**config.mk**
```make
export PLATFORM = sky130hd
export DESIGN_NAME = sar_seq_ctrl
export DESIGN_NICKNAME = d
export VERILOG_FILES = /design/src/rtl/sar_pkg.sv /design/src/rtl/sar_regs.sv /design/src/rtl/sar_fsm.sv /design/src/rtl/sar_seq_ctrl.sv
export SDC_FILE = /design/constraint.sdc
export NUM_CORES = 1
export LEC_CHECK = 0
export BUFFER_PORTS_ARGS = -buffer_cell sky130_fd_sc_hd__buf_2
export CORE_MARGIN = 5
export CORE_UTILIZATION = 45
export CTS_BUF_LIST = sky130_fd_sc_hd__clkbuf_4
export DETAILED_ROUTE_END_ITERATION = 8
export PLACE_DENSITY = 0.68
export RECOVER_POWER = 50
export SYNTH_ARGS = -nofsm -noshare
export SYNTH_HDL_FRONTEND = slang
export SYNTH_HIERARCHICAL = 1
export SYNTH_SLANG_ARGS = --single-unit
```
**constraint.sdc**
```tcl
create_clock -name clk -period 2.6 [get_ports clk]
set_input_delay 0.13 -clock clk [delete_from_list [all_inputs] [get_ports clk]]
set_output_delay 0.13 -clock clk [all_outputs]
set_load 0.01 [all_outputs]
```
**src/rtl/sar_pkg.sv**
```systemverilog
`timescale 1ns/1ps
package sar_pkg;
    localparam int ADDR_W = 2;
    localparam int BUS_W  = 8;

    localparam logic [ADDR_W-1:0] ADDR_CTRL   = 2'd0;
    localparam logic [ADDR_W-1:0] ADDR_RESULT = 2'd1;
    localparam logic [ADDR_W-1:0] ADDR_AEN    = 2'd2;
    localparam logic [ADDR_W-1:0] ADDR_REF    = 2'd3;

    localparam int BIT_GO    = 3;
    localparam int BIT_EN    = 4;
    localparam int BIT_READY = 5;
    localparam int BIT_IRQ   = 6;
    localparam int BIT_REJ   = 7;

    typedef enum logic [1:0] {
        ST_IDLE,
        ST_SAMPLE,
        ST_CONVERT,
        ST_DONE
    } sar_state_e;
endpackage

```
**src/rtl/sar_regs.sv**
```systemverilog
`timescale 1ns/1ps
module sar_regs
    import sar_pkg::*;
#(
    parameter int N_CH   = 8,
    parameter int DATA_W = 8,
    localparam int CH_W  = $clog2(N_CH)
) (
    input  logic              clk,
    input  logic              rst_n,
    input  logic              wr_en,
    input  logic [ADDR_W-1:0] wr_addr,
    input  logic [BUS_W-1:0]  wr_data,
    input  logic [ADDR_W-1:0] rd_addr,
    output logic [BUS_W-1:0]  rd_data,
    input  logic              accept,
    input  logic              reject,
    input  logic              load,
    input  logic [DATA_W-1:0] code,
    output logic [CH_W-1:0]   chan_field,
    output logic              go,
    output logic              enable,
    output logic [N_CH-1:0]   aen,
    output logic              ext_ref,
    output logic [DATA_W-1:0] result,
    output logic              ready,
    output logic              irq,
    output logic              rej_flag
);
    logic [CH_W-1:0]   chan_q;
    logic              go_q, en_q, ref_q, ready_q, irq_q, rej_q;
    logic [N_CH-1:0]   aen_q;
    logic [DATA_W-1:0] result_q;

    always_ff @(posedge clk or negedge rst_n) begin
        if (!rst_n) begin
            chan_q   <= '0;
            go_q     <= 1'b0;
            en_q     <= 1'b0;
            ref_q    <= 1'b0;
            aen_q    <= '0;
            result_q <= '0;
            ready_q  <= 1'b0;
            irq_q    <= 1'b0;
            rej_q    <= 1'b0;
        end else begin
            go_q <= 1'b0;
            if (wr_en) begin
                unique case (wr_addr)
                    ADDR_CTRL: begin
                        chan_q <= wr_data[CH_W-1:0];
                        go_q   <= wr_data[BIT_GO];
                        en_q   <= wr_data[BIT_EN];
                        if (!wr_data[BIT_IRQ]) irq_q <= 1'b0;
                        if (!wr_data[BIT_REJ]) rej_q <= 1'b0;
                    end
                    ADDR_RESULT: ;
                    ADDR_AEN:    aen_q <= wr_data[N_CH-1:0];
                    ADDR_REF:    ref_q <= wr_data[0];
                endcase
            end
            if (accept) ready_q <= 1'b0;
            if (reject) rej_q   <= 1'b1;
            if (load) begin
                result_q <= code;
                ready_q  <= 1'b1;
                irq_q    <= 1'b1;
            end
        end
    end

    always_comb begin
        rd_data = '0;
        unique case (rd_addr)
            ADDR_CTRL: begin
                rd_data[CH_W-1:0] = chan_q;
                rd_data[BIT_GO]    = go_q;
                rd_data[BIT_EN]    = en_q;
                rd_data[BIT_READY] = ready_q;
                rd_data[BIT_IRQ]   = irq_q;
                rd_data[BIT_REJ]   = rej_q;
            end
            ADDR_RESULT: rd_data[DATA_W-1:0] = result_q;
            ADDR_AEN:    rd_data[N_CH-1:0]   = aen_q;
            ADDR_REF:    rd_data[0]          = ref_q;
        endcase
    end

    assign chan_field = chan_q;
    assign go         = go_q;
    assign enable     = en_q;
    assign aen        = aen_q;
    assign ext_ref    = ref_q;
    assign result     = result_q;
    assign ready      = ready_q;
    assign irq        = irq_q;
    assign rej_flag   = rej_q;
endmodule

```
**src/rtl/sar_fsm.sv**
```systemverilog
`timescale 1ns/1ps
module sar_fsm
    import sar_pkg::*;
#(
    parameter int N_CH      = 8,
    parameter int DATA_W    = 8,
    parameter int SH_CYCLES = 4,
    localparam int CH_W     = $clog2(N_CH),
    localparam int BIT_W    = $clog2(DATA_W),
    localparam int SH_W     = (SH_CYCLES > 1) ? $clog2(SH_CYCLES) : 1
) (
    input  logic              clk,
    input  logic              rst_n,
    input  logic              go,
    input  logic              enable,
    input  logic [CH_W-1:0]   chan_field,
    input  logic [N_CH-1:0]   aen,
    input  logic              ext_ref,
    input  logic              cmp_i,
    output logic              accept,
    output logic              reject,
    output logic              load,
    output logic [DATA_W-1:0] code,
    output logic [CH_W-1:0]   chan_o,
    output logic              sh_o,
    output logic [DATA_W-1:0] trial_o
);
    localparam logic [SH_W-1:0]  SH_LAST = SH_W'(SH_CYCLES - 1);
    localparam logic [BIT_W-1:0] MSB_IDX = BIT_W'(DATA_W - 1);

    sar_state_e        state_q, state_d;
    logic [SH_W-1:0]   sh_cnt_q;
    logic [BIT_W-1:0]  bit_q;
    logic [DATA_W-1:0] code_q;
    logic [CH_W-1:0]   chan_q;
    logic              legal;

    // channel is legal when its pin is analog and does not carry the reference
    assign legal  = aen[chan_field] && !(ext_ref && (chan_field == '0));
    assign accept = (state_q == ST_IDLE) && go && enable && legal;
    assign reject = (state_q == ST_IDLE) && go && enable && !legal;

    always_ff @(posedge clk or negedge rst_n) begin
        if (!rst_n) state_q <= ST_IDLE;
        else        state_q <= state_d;
    end

    always_comb begin
        state_d = state_q;
        unique case (state_q)
            ST_IDLE:    if (accept) state_d = ST_SAMPLE;
            ST_SAMPLE: begin
                if (!enable)                  state_d = ST_IDLE;
                else if (sh_cnt_q == SH_LAST) state_d = ST_CONVERT;
            end
            ST_CONVERT: begin
                if (!enable)          state_d = ST_IDLE;
                else if (bit_q == '0) state_d = ST_DONE;
            end
            ST_DONE:    state_d = ST_IDLE;
        endcase
    end

    // sequencing datapath: sample counter, bit pointer, trial code, channel
    always_ff @(posedge clk or negedge rst_n) begin
        if (!rst_n) begin
            sh_cnt_q <= '0;
            bit_q    <= '0;
            code_q   <= '0;
            chan_q   <= '0;
        end else begin
            unique case (state_q)
                ST_IDLE: begin
                    if (accept) begin
                        chan_q   <= chan_field;
                        sh_cnt_q <= '0;
                        code_q   <= '0;
                    end
                end
                ST_SAMPLE: begin
                    sh_cnt_q <= sh_cnt_q + 1'b1;
                    if (sh_cnt_q == SH_LAST) begin
                        code_q          <= '0;
                        code_q[MSB_IDX] <= 1'b1;
                        bit_q           <= MSB_IDX;
                    end
                end
                ST_CONVERT: begin
                    code_q[bit_q] <= cmp_i;
                    if (bit_q != '0) begin
                        code_q[bit_q - 1'b1] <= 1'b1;
                        bit_q                <= bit_q - 1'b1;
                    end
                end
                ST_DONE: ;
            endcase
        end
    end

    always_comb begin
        sh_o    = (state_q == ST_SAMPLE);
        trial_o = (state_q == ST_CONVERT) ? code_q : '0;
        load    = (state_q == ST_DONE);
        code    = code_q;
        chan_o  = chan_q;
    end
endmodule

```
**src/rtl/sar_seq_ctrl.sv**
```systemverilog
`timescale 1ns/1ps
module sar_seq_ctrl
    import sar_pkg::*;
#(
    parameter int N_CH      = 8,
    parameter int DATA_W    = 8,
    parameter int SH_CYCLES = 4,
    localparam int CH_W     = $clog2(N_CH)
) (
    input  logic              clk,
    input  logic              rst_n,
    input  logic              wr_en,
    input  logic [ADDR_W-1:0] wr_addr,
    input  logic [BUS_W-1:0]  wr_data,
    input  logic [ADDR_W-1:0] rd_addr,
    output logic [BUS_W-1:0]  rd_data,
    input  logic              cmp_i,
    output logic [CH_W-1:0]   chan_o,
    output logic              sh_o,
    output logic [DATA_W-1:0] trial_o,
    output logic [N_CH-1:0]   ana_en_o,
    output logic [DATA_W-1:0] result_o,
    output logic              ready_o,
    output logic              irq_o
);
    logic              accept_w, reject_w, load_w;
    logic [DATA_W-1:0] code_w;
    logic [CH_W-1:0]   chan_field_w;
    logic              go_w, en_w, ref_w, rej_w;
    logic [N_CH-1:0]   aen_w;

    sar_regs #(.N_CH(N_CH), .DATA_W(DATA_W)) u_regs (
        .clk        (clk),
        .rst_n      (rst_n),
        .wr_en      (wr_en),
        .wr_addr    (wr_addr),
        .wr_data    (wr_data),
        .rd_addr    (rd_addr),
        .rd_data    (rd_data),
        .accept     (accept_w),
        .reject     (reject_w),
        .load       (load_w),
        .code       (code_w),
        .chan_field (chan_field_w),
        .go         (go_w),
        .enable     (en_w),
        .aen        (aen_w),
        .ext_ref    (ref_w),
        .result     (result_o),
        .ready      (ready_o),
        .irq        (irq_o),
        .rej_flag   (rej_w)
    );

    sar_fsm #(.N_CH(N_CH), .DATA_W(DATA_W), .SH_CYCLES(SH_CYCLES)) u_fsm (
        .clk        (clk),
        .rst_n      (rst_n),
        .go         (go_w),
        .enable     (en_w),
        .chan_field (chan_field_w),
        .aen        (aen_w),
        .ext_ref    (ref_w),
        .cmp_i      (cmp_i),
        .accept     (accept_w),
        .reject     (reject_w),
        .load       (load_w),
        .code       (code_w),
        .chan_o     (chan_o),
        .sh_o       (sh_o),
        .trial_o    (trial_o)
    );

    // pin 0 doubles as reference input, so its analog enable is masked then
    assign ana_en_o = aen_w & ~(N_CH'(ref_w));
endmodule

```
-- Yosys cells after proc, flatten, opt, wreduce, memory -nomap -nowiden
Cells that the tools add are included.
- flip-flop bits (word level): 43
- output and inout bits: 38
- logic and storage cells: 111
- $add $sub $neg: 2
- $lt $le $gt $ge: 5
- eq/ne operators: 16
- multiplexer cells: 37
- bitwise operators: 3
- reductions and logical operators: 34
- operator list (kind ; number):
    $mux 8 ; 4
    $pmux 8 s3 ; 1
    $pmux 7 s3 ; 1
    $mux 1 ; 15
    $reduce_and 3->1 ; 5
    $eq 2x2->1 const B ; 7
    $reduce_bool 2->1 ; 7
    $lt 3x4->1 const B ; 3
    $mux 2 ; 6
    $reduce_and 2->1 ; 5
    $and 8x8->8 ; 1
    $bwmux 8 ; 1
    $logic_and 1x1->1 ; 8
    $ne 2x1->1 const B ; 4
    $not 1->8 ; 1
    $or 8x8->8 ; 1
    $pmux 2 s4 ; 1
    $demux 1 s3 ; 2
    $ge 3x1->1 const B ; 2
    $logic_not 2->1 ; 3
    $logic_not 3->1 ; 2
    $mux 3 ; 2
    $ne 3x2->1 const B ; 2
    $pmux 3 s2 ; 1
    other kinds (9) ; 12

-- Depth between registers and ports, before layout
Gate-level depths: netlist (run 1).
- depth in word-level cells: 8
- depth in mapped cells: 8

-- By module
Netlist (run 1), hierarchy kept.
- modules (own cells, without submodules) (module ; instances ; cells an instance ; area an instance (µm²)):
    sar_fsm ; 1 ; 149 ; 1368.8
    sar_regs ; 1 ; 78 ; 1121.1
    sar_seq_ctrl ; 1 ; 1 ; 13.8

-- Worst setup path before layout (run 1)
OpenSTA, ideal clock, no wires.
- path type: register -> register
- from: reg u_fsm.state_q[1]
- to: reg u_fsm.code_q[7] (netlist: u_fsm/code[7])
- library setup time: 74 ps
- arrival time: 1924 ps
- setup slack: 602 ps
- stages on the path, launching flop included: 9
- buffers on the path: 1
- period minus slack after synthesis: 1998 ps
- path through: dfrtp_1 > inv_1 > ha_1 > and2b_1 > or3_4 > o41ai_4 > buf_6 > o211ai_2 > o21ai_2
- elaborated cells on any way between the ends: 11
- RTL lines (element ; RTL line ; RTL):
    from (decl) ; sar_fsm.sv:31 ; sar_state_e state_q, state_d;
    from (signal assigned) ; sar_fsm.sv:45 ; else state_q <= state_d;
    $eq 2x1->1 (*) ; n/a ;
    net sh_o ; sar_seq_ctrl.sv:19 ; output logic sh_o,
    $ne 2x1->1 (no line) or $reduce_bool 3->1 (tied branches) ; n/a ;
    $reduce_and 3->1 (no line) ; n/a ;
    to (signal, indexed assignment) ; sar_fsm.sv:89 ; code_q[bit_q] <= cmp_i;
    to (decl) ; sar_fsm.sv:34 ; logic [DATA_W-1:0] code_q;
Mark *: on every way through the listed nets, which the timed path passes. The rest lies on a longest branch.
A chain may end at the register's enable or synchronous reset.

-- Worst setup path in the final report (run 1)
- from: reg u_fsm.state_q[1]
- to: reg u_fsm.code_q[6] (netlist: u_fsm/code[6])
- word-level cells in the longest chain between the ends: 6
- elaborated cells on any way between the ends: 11
- RTL lines (element ; RTL line ; RTL):
    $logic_not 2->1 ; sar_fsm.sv:40, sar_fsm.sv:72 ;
    $logic_and 1x1->1 (3 in series) ; sar_fsm.sv:40 ; assign accept = (state_q == ST_IDLE) && go && enable && legal;
    $ne 2x2->1 (no line) ; n/a ;
    $reduce_and 3->1 (no line) ; n/a ;
Several ways; a longest one is shown, not always the timed one.

==> results_dict.tcl, run 1 <==
set metrics [dict create \
    grt.overflow.total 0 \
    status "finished, final reports clean" \
    ys.warnings.count 6 \
    area_growth_pct 14.7 \
    rows 27 \
    synthMuxAreaShare 0.165 \
    clock_path_buffers 2 \
    io_buffers 53 \
    antenna_left 0 \
    grt_pass1_wl_um 9760 \
    wl_um 5840 \
    root_buffer "clkbuf_4" \
    postCtsSetupRepairBufs 0 \
    path_depth 8 \
    synth-compound-area-share 0.182 \
    wl_per_cell_um 16.4 \
    fin_nets 307 \
    leakagePower_uw 0.00131 \
    r2r-end "u_fsm/code[6]" \
    die_area_sq_mm 0.00716 \
    cts.sinks 43 \
    clock_latency_ps 350 \
    maxCapViolations 0 \
    synth_top_family_by_area "compound AO/OA/AOI/OAI gates" \
    grt_max_degree 44 \
    crit_end "u_fsm/code[6]" \
    fmax_mhz 475 \
    place_ws_ps 520 \
    drtPass1Iterations 4 \
    vias_per_cell 5.51 \
    drc 0 \
    setup_viol 0 \
    endpoint_kind "flop" \
    dp_hpwl_um 4390 \
    period_needed_ps 2100 \
    design_area_sq_mm 0.00287 \
    place_inst 345 \
    fillers 534 \
    fin_ws_ps 497 \
    start_util 0.457 \
    die_width_um 84.6 \
    grt_pass1_vias 1923 \
    crit_chain "inv_1, ha_1, and2b_1, or3_4, o41ai_4, buf_4, o21a_1, nor2_2" \
    syn_area_sq_mm 0.00250 \
    min_period_over_period 0.809 \
    synth_top_cell_by_area "dfrtp_1" \
    cts_max_level 2 \
    synth_ff_type "dfrtp_1" \
    synth_cell_types 49 \
    hold_slack_ps 24.1 \
    required_ps 2840 \
    final_cells 356 \
    cp_top_family "simple AND/OR/NAND/NOR gates" \
    final.setup.tns_ps 0 \
    antenna_found_initial 0 \
    seqCellArea_sq_mm 0.00108 \
    die_h_um 84.6 \
    worstSetupStartpoint "u_fsm/state_q[1]" \
    ys_top_cells_by_area "dfrtp_1 (43%), mux2_2 (11%), mux2i_1 (4.4%)" \
    reg2reg_slack_ps 500 \
    core_area_sq_mm 0.00547 \
    drt_iter0_markers 87 \
    synth.most_common_cell "dfrtp_1" \
    worstPathArrival_ps 2350 \
    r2r-start "u_fsm/state_q[1]" \
    seq_area_frac_synth 0.430 \
    routabilityCongestion 0.834 \
    antennaDiodeCount 0 \
    grt_usage 0.168 \
    multiInputGateArea_sq_mm 0.00132 \
    drive_gt1_frac 0.320 \
    synth_fa_ha_area_frac 0.0400 \
    slew_headroom 0.301 \
    netlist_instances 228 \
    num_vias 1963 \
    cp-start-kind "flop" \
    worstMarginPinSlew_ps 1050 \
    skew_ps 12.7 \
    slowest_delay_ps 390 \
    worstPathMaxFanout 16 \
    crit_type "flop to flop" \
    clk_pin_slew_worst_paths_ps 120 \
    drv_slew 0 \
    dpl-instance-area_sq_mm 0.00281 \
    hold_viol 0 \
    p_per_area_mw_per_mm2 913 \
    cts_made_buffers 5 \
    holdPathStages 2 \
    synthArstFlopShare 1.00 \
    io_pins 54 \
    synth-seq-cells 43 \
    cts_tree "done" \
    synth_edf_count 0 \
    yosys.area_share.simple 0.137 \
    rsz0062_at_grt "false" \
    synth_top_area_frac 0.430 \
    synthXorXnorAreaFrac 0 \
    synth.avg_cell_area_sq_um 11.0 \
    synthesis.nets 252 \
    min_path_type "primary input to flop" \
    synth_common_cells "dfrtp_1 (43), mux2_2 (25), a21oi_1 (18)" \
    crit_path_top_delay_cell "dfrtp_1" \
    path_buf_inv 2 \
    reg2regPathDepth 8 \
    vdd_drop_max_mv 0.416 \
]
-- kinds of logic (layout without fill, tap and decap cells) --
group,count (synthesis),after routing
buf+inv,23,79
flops,43,43
simple gates,54,54
compound gates,63,63
mux,37,37
fa+ha+maj,8,8
-- worst register-to-register path: stages, from the launching register on --
cell and delay (ps):
dfrtp_1 390, inv_1 100, ha_1 280, and2b_1 210
or3_4 340, o41ai_4 210, buf_4 270, o21a_1 160
nor2_2 40
-- worst min path at each step --
stage | from | end | slack, ps
final | wr_data[2] | u_regs/aen[2] | 20
after global routing | wr_data[2] | u_regs/aen[2] | 0.2
after CTS | wr_data[3] | u_regs/go | 1
after detailed placement | rst_n | u_fsm/bit_q[1] | 330
after global placement | rst_n | u_fsm/bit_q[1] | 340
after floorplan | rst_n | u_fsm/bit_q[0] | -170
-- where the power goes --
part	total (uW)	switching, uW	internal [uW]	leakage [uW]
combinational	1180	659	520	0.000747
clock	331	216	115	0.0000317
sequential	1110	224	887	0.000527
-- sequential cells by signal, indices dropped and copies added (netlist names), 2 cells and up --
| name | cells |
|---|---|
| u_fsm/state_q | 2 |
| u_fsm/code | 8 |
| u_fsm/bit_q | 3 |
| u_regs/chan_field | 3 |
| u_regs/aen | 8 |
| u_fsm/sh_cnt_q | 2 |
| u_fsm/chan_o | 3 |
| u_regs/result | 8 |
-- per-layer routing --
metal / vias up / track usage / share of wire
met4: 0 / 0.0518 / 0.0098
met2: 68 / 0.267 / 0.47
li1: 937 / - / -
met3: 7 / 0.0343 / 0.062
met5: - / 0 / 0
met1: 951 / 0.232 / 0.46
-- repair_timing --
| action | CTS | global route |
|---|---|---|
| hold buffers | 1 | 2 |
| gates resized for setup | 0 | 0 |
| hold endpoints to repair | 43 | 2 |
-- cells in the final DEF (no fill, tap or decap), types with 2 or more instances in the layout --
master         count
dfrtp_1           43
buf_2             31
mux2_2            25
clkbuf_1          21
a21oi_1           18
o21ai_0           15
inv_1             13
nor2_1            11
mux2i_1           11
nand2_1           10
and2_1             8
ha_1               8
o2bb2ai_1          7
clkbuf_4           6
a31o_2             5
nand3_1            4
dlygate4sd3_1      3
nor3_1             3
nor2b_1            3
a21oi_2            3
and3_4             2
a31oi_1            2
o21ai_2            2
buf_4              2
-- through the flow --
| step | total power, uW | util |
|---|---|---|
| 6_report | 2620 | 0.525 |
| 5_1_grt | 2840 | 0.525 |
| 4_1_cts | 2670 | 0.526 |
| 3_5_place_dp | 2330 | 0.513 |
| 3_3_place_gp | 2300 | 0.513 |
| 2_1_floorplan | 1940 | - |
-- cell type report --
class	count	share of cell area
multi-input cells	162	0.458
flip-flops and latches	43	0.375
repair buffers	58	0.0989
well taps	72	0.0314
inverters	13	0.0170
clock buffers	6	0.0157
clock inverters	2	0.00436
(Power assumes the default switching activity.)
==> run 2: changes to the inputs <==
- ABC_AREA: default -> 1
- PLACE_DENSITY: 0.68 -> 0.7
- clock period: 2.6 -> 1.9 ns (I/O delays scaled with it)
==> results_dict.tcl, run 2 <==
set metrics [dict create \
    crit_type "flop to flop" \
    drc 0 \
    antenna_found_initial 0 \
    netSwitchingPower_uw 1400 \
    grt_pass1_wl_um 10600 \
    cts_resized 0 \
    top_signal_layer_used "met4" \
    clock_latency_ps 360 \
    io_buffers 53 \
    clk_pin_slew_worst_paths_ps 130 \
    ys.warnings.count 6 \
    final.setup.tns_ps 0 \
    leakagePower_uw 0.00173 \
    netlist_instances 348 \
    synth-seq-cells 43 \
    cts_tree "done" \
    final_common_cell "nand2_1" \
    seq_area_frac_synth 0.420 \
    ctsHoldBuffers 8 \
    start_util 0.466 \
    dp_hpwl_um 4830 \
    area_growth_pct 17.3 \
    worstPathMaxFanout 5 \
    synthArstFlopShare 1.00 \
    holdPathStages 3 \
    grt.overflow.total 0 \
    p_per_area_mw_per_mm2 1090 \
    rows 27 \
    synth_cell_types 31 \
    hold_slack_ps 36.5 \
    pwr-share-seq 0.399 \
    worstPathArrival_ps 1970 \
    antennaDiodeCount 0 \
    place_inst 469 \
    hold_viol 0 \
    endpoint_kind "flop" \
    die_h_um 85.5 \
    drt_iter0_markers 126 \
    synth_common_cells "nand2_1 (131), inv_1 (49), dfrtp_1 (43)" \
    synth_top_cell_by_area "dfrtp_1" \
    maxCapViolations 0 \
    cp-start-kind "flop" \
    postCtsSetupRepairBufs 0 \
    die_area_sq_mm 0.00731 \
    fmax_mhz 592 \
    die_width_um 85.5 \
    design_area_sq_mm 0.00301 \
    setup_viol 0 \
    synth.most_common_cell "nand2_1" \
    synth_top_area_frac 0.420 \
    drive_gt1_frac 0.194 \
    fin_nets 436 \
    rsz0062_at_grt "false" \
    ys_top_cells_by_area "dfrtp_1 (42%), nand2_1 (19%), inv_1 (7.2%)" \
    slew_headroom 0.298 \
    vdd_drop_max_mv 0.447 \
    synth.avg_cell_area_sq_um 7.37 \
    cts.sinks 43 \
    vias_per_cell 4.94 \
    switching_share 0.427 \
    cts_made_buffers 5 \
    routabilityCongestion 0.940 \
    cts_max_level 2 \
    final_cells 485 \
    dpl-instance-area_sq_mm 0.00289 \
    share_clk_of_total_power 0.175 \
    drtPass1Iterations 4 \
    drv_slew 0 \
    min_path_type "primary input to flop" \
    min_period_over_period 0.889 \
    synth_ff_type "dfrtp_1" \
    period_needed_ps 1690 \
    grt_pass1_vias 2235 \
    num_vias 2396 \
    wl_met2_um 2910 \
    grt_usage 0.178 \
    met3RoutedLength_um 381 \
    root_buffer "clkbuf_4" \
    status "finished, final reports clean" \
    wl_um 6310 \
    antenna_left 0 \
    syn_area_sq_mm 0.00256 \
    mostFrequentLayoutCells "nand2_1 (131), inv_1 (49), buf_2 (49), dfrtp_1 (43), nand3_1 (34)" \
    utilization 0.546 \
    drt-met1-wl_um 2930 \
    required_ps 2180 \
    wl_per_cell_um 13.0 \
    pwr-share-comb 0.425 \
    clock_path_buffers 2 \
    core_area_sq_mm 0.00551 \
    synthesis.nets 372 \
    skew_ps 6.97 \
    io_pins 54 \
    reg2regPathDepth 6 \
    fillers 520 \
    worstMarginPinSlew_ps 1050 \
    grt_max_degree 44 \
    synth_edf_count 0 \
    p_int_uw 1870 \
]
## run 2: cell count changes in the layout (fill, tap and decap cells not counted), moves of 7 or more
cell	change
and2_1	-8
mux2i_1	-11
clkbuf_1	-17
nand2_1	+121
inv_1	+36
a21oi_1	-9
buf_2	+18
o21ai_0	+12
nand3_1	+30
o2bb2ai_1	-7
mux2_2	-25
## run 2: critical path: stages (launching register included)
cell and delay (ps):
dfrtp_1 430, inv_1 110, ha_1 290, inv_1 130
o221ai_1 380, nor2_1 120, a22oi_1 160
## run 2: worst paths after layout
kind / endpoint / startpoint / slack (ps)
worst max-delay path: u_fsm/bit_q[1] / u_fsm/state_q[1] / 210
worst min-delay path: u_regs/chan_field[0] / wr_data[0] / 40
worst max register to register: u_fsm/bit_q[1] / u_fsm/state_q[1] / 210
worst min register to register: u_regs/rej_flag / u_regs/rej_flag / 500
max in group asynchronous: u_regs/aen[5] / rst_n / 740
min in group asynchronous: u_fsm/bit_q[1] / rst_n / 510
## run 2: per-stage QoR
step                total power (uW)  setup slack, ps
finish                          3260              210
global route                    3540            0.366
CTS                             3310              201
detailed placement              2730              227
global placement                2690              232
floorplan                       2310              418
## run 2: cell families after synthesis
logic type | Yosys count | share of synthesized area
and+or+nand+nor | 196 | 0.345
AOI/OAI and AO/OA | 41 | 0.0976
adders and majority gates | 8 | 0.0390
DFF | 43 | 0.420
buffers and inverters | 60 | 0.0985
## run 2: cell type report
type | instances | area [sq um] | area share
multi-input combinational | 245 | 1210 | 0.401
inverter | 53 | 199 | 0.0661
clock buffer | 5 | 37.5 | 0.0125
sequential | 43 | 1080 | 0.358
clock inverter | 3 | 38.8 | 0.0129
timing repair buffer | 64 | 360 | 0.120
tap | 72 | 90.1 | 0.0300
## run 2: layer usage
| metal | track usage | up-vias |
|---|---|---|
| li1 | - | 1225 |
| met1 | 0.238 | 1094 |
| met2 | 0.288 | 65 |
| met3 | 0.0365 | 12 |
| met4 | 0.0561 | 0 |
| met5 | 0 | - |
## run 2: power by group through the flow
stage | Combinational, uW | Clock [uW] | Sequential, uW
floorplan | 994 | 0 | 1310
global placement | 1370 | 0 | 1320
detailed placement | 1400 | 0 | 1320
CTS | 1420 | 587 | 1310
global route | 1590 | 619 | 1340
finish | 1390 | 573 | 1300
==> run 3: changes to the inputs <==
- clock period: 1.9 -> 1.4 ns (I/O delays scaled with it)
==> results_dict.tcl, run 3 (same netlist as run 2, synthesis figures left out) <==
set metrics [dict create \
    slowest_delay_ps 450 \
    grt_pass1_wl_um 11900 \
    clock_path_buffers 2 \
    wl_per_cell_um 14.5 \
    grt_pass1_vias 2516 \
    drt_iter0_markers 170 \
    clk_pin_slew_worst_paths_ps 140 \
    mostFrequentLayoutCells "nand2_1 (116), buf_2 (45), dfrtp_1 (43), inv_1 (32)" \
    antennaDiodeCount 0 \
    io_buffers 53 \
    setup_viol 36 \
    area_growth_pct 43.2 \
    die_area_sq_mm 0.00731 \
    crit_chain "buf_6, inv_6, ha_4, nand3_4, inv_4, nand3_4, nand2_8, buf_6, nand3_1, nand2_1" \
    power_uw 5810 \
    fin_nets 471 \
    wl_um 7520 \
    pwr-share-comb 0.559 \
    num_vias 2600 \
    status "finished with violations" \
    cp-start-kind "flop" \
    slew_headroom 0.596 \
    fin_ws_ps -118 \
    worstPathArrival_ps 1830 \
    crit_path_top_delay_cell "dfrtp_1" \
    switching_share 0.432 \
    die_h_um 85.5 \
    root_buffer "clkbuf_4" \
    antenna_found_initial 0 \
    routabilityCongestion 0.852 \
    hold_slack_ps 39.8 \
    share_clk_of_total_power 0.136 \
    grt_usage 0.202 \
    netSwitchingPower_uw 2510 \
    p_per_area_mw_per_mm2 1580 \
    endpoint_kind "flop" \
    worstMarginPinSlew_ps 607 \
    die_width_um 85.5 \
    vias_per_cell 5.00 \
    final_common_cell "nand2_1" \
    clock_latency_ps 360 \
    min_path_type "primary input to flop" \
    grt.overflow.total 0 \
    core_area_sq_mm 0.00551 \
    drv_slew 0 \
    start_util 0.466 \
    cts_made_buffers 5 \
    dp_hpwl_um 5090 \
    required_ps 1710 \
    fmax_mhz 659 \
    skew_ps 8.92 \
    maxCapViolations 0 \
    rsz0062_at_grt "true" \
    drtPass1Iterations 4 \
    leakagePower_uw 0.00204 \
    pwr-share-seq 0.306 \
    io_pins 54 \
    failed_checks "setup timing" \
    drive_gt1_frac 0.395 \
    utilization 0.667 \
    cts_tree "done" \
    period_needed_ps 1520 \
    antenna_left 0 \
    cts_max_level 2 \
    vdd_drop_max_mv 1.38 \
    hold_viol 0 \
    min_period_over_period 1.08 \
    p_int_uw 3300 \
    worstPathMaxFanout 8 \
    crit_type "flop to flop" \
    cts.sinks 43 \
    grt_max_degree 26 \
    drc 0 \
    rows 27 \
]
==> run 3: final timing paths <==
kind	cells after the start	to	from	slack, ps
min reg2reg	2	u_regs/rej_flag	u_regs/rej_flag	500
min	3	u_regs/ext_ref	wr_addr[0]	40
max reg2reg	10	u_fsm/code[0]	u_fsm/state_q[1]	-120
min in group asynchronous	2	u_fsm/bit_q[2]	rst_n	180
max in group asynchronous	3	u_regs/aen[5]	rst_n	260
max	10	u_fsm/code[0]	u_fsm/state_q[1]	-120
==> run 3: power groups by stage <==
stage	sequential [uW]	clock, uW	combinational [uW]
floorplan	1800	0	1470
global placement	1780	0	2240
detailed placement	1790	0	2270
CTS	1770	803	2810
global route	1820	855	3510
finish	1780	790	3250
==> run 3: metrics by stage <==
stage	TNS [ps]	setup WS (ps)	cells	area (sq um)
floorplan	0	6.14	348	2620
global placement	-90.6	-15.6	489	3090
detailed placement	-551	-63.5	489	3090
CTS	-713	-42.9	516	3490
global route	-4610	-182	520	3670
finish	-2020	-118	520	3670
==> run 3: critical path, delay by kind of cell, from the launching register on <==
family | cells | cell delay (ps)
AND/OR/NAND/NOR | 5 | 440
adder cells (fa/ha/maj) | 1 | 140
flip-flops | 1 | 450
buffers and inverters | 4 | 430
==> run 3: cell type report <==
class,count,area [sq um]
clock inverters,3,38.8
inverters,53,218
clock buffers,5,37.5
fillers,451,1830
multi-input cells,245,1500
repair buffers,99,713
well taps,72,90.1
flip-flops and latches,43,1080
==> run 3: what timing repair did <==
action,in CTS,in global routing
buffers inserted,11,4
hold endpoints to repair,28,0
resized for setup,40,53
setup endpoints to repair,28,37
pin swaps,11,21
hold buffers,9,0
==> run 3: metal layers <==
| metal | routed length [um] | up-vias | share of wire | track usage |
|---|---|---|---|---|
| met1 | 3310 | 1203 | 0.44 | 0.275 |
| met5 | 0 | - | 0 | 0 |
| li1 | - | 1292 | - | - |
| met3 | 491 | 8 | 0.065 | 0.0336 |
| met4 | 68 | 0 | 0.0090 | 0.0489 |
| met2 | 3640 | 97 | 0.48 | 0.334 |
